File: src/rtl/irq_route_regs.sv
module irq_route_regs #(
  parameter int NUM_ENTRIES = 24,
  parameter logic [3:0] RESET_ID = 4'h0,
  parameter logic [7:0] VERSION = 8'h14
) (
  input  logic        clk,
  input  logic        rst_n,
  input  logic        req_valid,
  input  logic        req_write,
  input  logic [7:0]  req_addr,
  input  logic [3:0]  req_be,
  input  logic [31:0] req_wdata,
  output logic        rsp_ready,
  output logic [31:0] rsp_rdata,
  output logic        rsp_err,
  output logic        rsp_undef,
  input  logic [$clog2(NUM_ENTRIES)-1:0] tbl_idx,
  output logic [63:0] tbl_entry
);
  localparam int EW = $clog2(NUM_ENTRIES);
  localparam logic [7:0] TBL_FIRST = 8'h10;
  localparam logic [7:0] TBL_LAST = 8'(16 + 2 * NUM_ENTRIES - 1);
  localparam logic [31:0] VER_WORD = (32'(NUM_ENTRIES - 1) << 16) | {24'b0, VERSION};

  logic [7:0]  sel;
  logic [3:0]  id_q, arb_q;
  logic [63:0] tbl [NUM_ENTRIES];

  logic        bad, in_tbl, known, win_wr;
  logic [7:0]  rel;
  logic [EW-1:0] ent;
  logic [31:0] win_rd;

  assign bad    = (req_be != 4'hF) || (req_addr != 8'h00 && req_addr != 8'h10);
  assign in_tbl = (sel >= TBL_FIRST) && (sel <= TBL_LAST);
  assign known  = (sel <= 8'h02) || in_tbl;
  assign rel    = sel - TBL_FIRST;
  assign ent    = rel[EW:1];
  assign win_wr = req_valid && req_write && !bad && req_addr == 8'h10;

  always_comb begin
    win_rd = '0;
    if (sel == 8'h00)      win_rd = {4'b0, id_q, 24'b0};
    else if (sel == 8'h01) win_rd = VER_WORD;
    else if (sel == 8'h02) win_rd = {4'b0, arb_q, 24'b0};
    else if (in_tbl)       win_rd = rel[0] ? tbl[ent][63:32] : tbl[ent][31:0];
  end

  assign tbl_entry = (32'(tbl_idx) < NUM_ENTRIES) ? tbl[tbl_idx] : '0;

  always_ff @(posedge clk or negedge rst_n) begin
    if (!rst_n) begin
      sel   <= '0;
      id_q  <= RESET_ID;
      arb_q <= RESET_ID;
      for (int i = 0; i < NUM_ENTRIES; i++) tbl[i] <= '0;
    end else begin
      if (req_valid && req_write && !bad && req_addr == 8'h00) sel <= req_wdata[7:0];
      if (win_wr) begin
        if (sel == 8'h00)      id_q  <= req_wdata[27:24];
        else if (sel == 8'h02) arb_q <= req_wdata[27:24];
        else if (in_tbl) begin
          if (rel[0]) tbl[ent][63:32] <= {req_wdata[31:24], 24'b0};
          else        tbl[ent][31:0]  <= {15'b0, req_wdata[16:0]};
        end
      end
    end
  end

  always_ff @(posedge clk or negedge rst_n) begin
    if (!rst_n) begin
      rsp_ready <= 1'b0;
      rsp_rdata <= '0;
      rsp_err   <= 1'b0;
      rsp_undef <= 1'b0;
    end else begin
      rsp_ready <= req_valid;
      rsp_err   <= req_valid && bad;
      rsp_undef <= req_valid && !bad && req_addr == 8'h10 && !known;
      rsp_rdata <= '0;
      if (req_valid && !req_write && !bad)
        rsp_rdata <= (req_addr == 8'h00) ? {24'b0, sel} : win_rd;
    end
  end
endmodule

File: config.mk
export PLATFORM = sky130hd
export DESIGN_NAME = irq_route_regs
export DESIGN_NICKNAME = d
export VERILOG_FILES = /design/src/rtl/irq_route_regs.sv
export SDC_FILE = /design/constraint.sdc
export NUM_CORES = 1
export LEC_CHECK = 0
export BUFFER_PORTS_ARGS = -buffer_cell sky130_fd_sc_hd__buf_4
export CORE_ASPECT_RATIO = 1.75
export CORE_UTILIZATION = 55
export DETAILED_ROUTE_END_ITERATION = 7
export HOLD_SLACK_MARGIN = 0.12
export PLACE_DENSITY = 0.75
export SLEW_MARGIN = 20
export SYNTH_ARGS = -nofsm -noshare
export SYNTH_HDL_FRONTEND = slang
export SYNTH_SLANG_ARGS = --single-unit
File: constraint.sdc
create_clock -name clk -period 8.9 [get_ports clk]
set_input_delay 2.67 -clock clk [delete_from_list [all_inputs] [get_ports clk]]
set_output_delay 2.67 -clock clk [all_outputs]
set_load 0.005 [all_outputs]
==> results.ini <==
[floorplan]
die_h_microns = 332
rows = 120
die_w_microns = 191
core_sq_um = 61400
initial_core_util_pct = 55.8
ioPinCount = 152
die_area_sq_um = 63300

[worst_hold_path]
hold_depth = 1
hold_path_class = reg2reg

[placement]
hpwl_microns = 61200
place_congestion = 0.842
numPortBuffers = 105

[timing]
max_freq_mhz = 133
tightest_slew_ns = 1.14
holdWs_ns = 0.510
rsz0062_at_grt = no
fin_crit_sh_pct = 84.6
setup_tns_ns = 0
finalCriticalPeriod_ns = 7.53
drv_slew = 0
final-hold-violation-count = 0
maxSlewHeadroom_pct = 23.8
finClkSkew_ns = 0.0262
setup_viol = 0

[synthesis]
synthesis.instances = 2294
synthTopCellsByArea = dfrtp_1 47%, mux2_2 21%, mux4_2 18%
synth_top_flop_cell = dfrtp_1
ys_ff_latch = 646
synth_area_leader_cell = dfrtp_1
ys_async_sr_fraction_pct = 100
synth_area_sq_um = 34300
avgSynthCellArea_sq_um = 14.9
yosysWarnings = 0
ys_seq_area_share_pct = 47.2
yosysMostFrequentCell = dfrtp_1
netlist.area_leader.share_pct = 47.2
synth_common_cells = 646 x dfrtp_1, 644 x mux2_2, 276 x mux4_2
ys_types = 54
synth_edf_count = 0

[detailed_routing]
wirelength_microns = 98000
detail_route.first_pass.iterations = 6
post_drt_wl_per_cell_microns = 31.1
drt_iter0_markers = 1755
ant_nets = 0
drc_errors = 0
viasPerCell = 6.87
vias = 21700

[worst_setup_path]
r2r_cells = 6
critical_path_class = in2out
crit_fanout = 33
crit_required_ns = 6.23
critPathLaunchType = primary input
worstSetupEndpointType = output port
arrival_ns = 4.86

[grt]
grt_pass1_vias = 23100
overflow = 0
antenna_found_initial = 1
grt_max_degree = 182
globalRouteTotalUtil_pct = 31.9
grt_pass1_wl_microns = 148000

[clock_network]
ctsHoldBuffers = 0
cts_buffer_depth = 3
clock_sinks = 646
cts_resized = 0
cts_tree = yes
cts_buffers = 59
clockRootBuffer = clkbuf_16
clk_pin_slew_ns = 0.06
clk_latency_ns = 0.66
cts_setup_buffers = 0
htreeDepth = 2

[layout]
diodes = 0
area_growth_pct = 10.0
finalNetCount = 2373
drive_above_1_share_pct = 52.3

[outcome]
status = completed

[job]
max_cap_violations = 0

[pwr]
power_density_nw_per_um2 = 156
max-vdd-ir-drop_uv = 156
p_leak_nw = 17.2

## cell families (layout without fill, tap and decap cells)
logic type,count (synthesis),after routing,synth area share [%]
muxes,1012,1012,42.0
DFF,646,646,47.2
buffers and inverters,243,271,3.44
and+or+nand+nor,238,238,3.91
AOI/OAI and AO/OA,149,149,3.25
adders and majority gates,5,5,0.183
other,1,40,0.0109
## sequential cells by signal (all words and copies together), names as in the netlist
| name | cells |
|---|---|
| arb_q | 4 |
| tbl | 600 |
| rsp_err | 1 |
| rsp_undef | 1 |
| id_q | 4 |
| rsp_rdata | 27 |
| rsp_ready | 1 |
| sel | 8 |
## per-layer routing
layer,up-vias,wire [microns],share of wire (%),global-route usage (%)
met3,295,6590,6.7,6.23
met1,11600,35600,36,39.1
met2,964,49400,50,52.3
met4,2,6350,6.5,18.3
met5,-,15,0.015,0
li1,8787,-,-,-
## metrics by stage
step	utilization, %	worst slack, ns	cells	power, W	area [sq um]
after floorplan	-	1.74	2333	0.00311	34400
after global placement	58.0	1.35	3047	0.00323	35600
after detailed placement	58.0	1.36	3047	0.00324	35600
after CTS	61.4	1.34	3154	0.00594	37700
after global routing	61.4	1.20	3154	0.00606	37700
final	61.4	1.37	3154	0.00590	37700
## placed cells by master (no fill, tap or decap), drive strengths merged, types with 33 or more instances in the layout
cell and n:
dfrtp 646, mux2i 92, nor2 33, conb 40
a22oi 49, nand2 108, buf 161, mux2 644
clkbuf 89, mux4 276
## final timing paths
path / startpoint / end / slack, ns
setup reg to reg: sel[2] / rsp_rdata[6] / 4.64
max in group asynchronous: rst_n / sel[1] / 5.13
hold / removal: arb_q[2] / arb_q[2] / 0.51
hold reg to reg: arb_q[2] / arb_q[2] / 0.51
setup / recovery: tbl_idx[0] / tbl_entry[60] / 1.37
min in group asynchronous: rst_n / tbl[335] / 2.03
## power by group
| part | switching (W) | internal [W] |
|---|---|---|
| clock network | 0.00116 | 0.00156 |
| registers | 0.00000129 | 0.00294 |
| logic | 0.000176 | 0.0000645 |
| total | 0.00134 | 0.00456 |
## layout make-up
cell class              instances  area, sq um
flip-flops and latches        646        16200
clock buffers                  89         1790
inverters                       3         11.3
clock inverters                18          272
well taps                     793          992
fillers                      4524        23700
multi-input cells            1444        17100
repair buffers                161         1330
## worst max-delay path: stages
cell and delay [ns]:
buf_8 0.35, buf_4 0.37, mux4_2 0.54, mux2_2 0.27, nand2_1 0.07, o221ai_1 0.29
buf_4 0.28
Power figures use the tool's default switching activity.
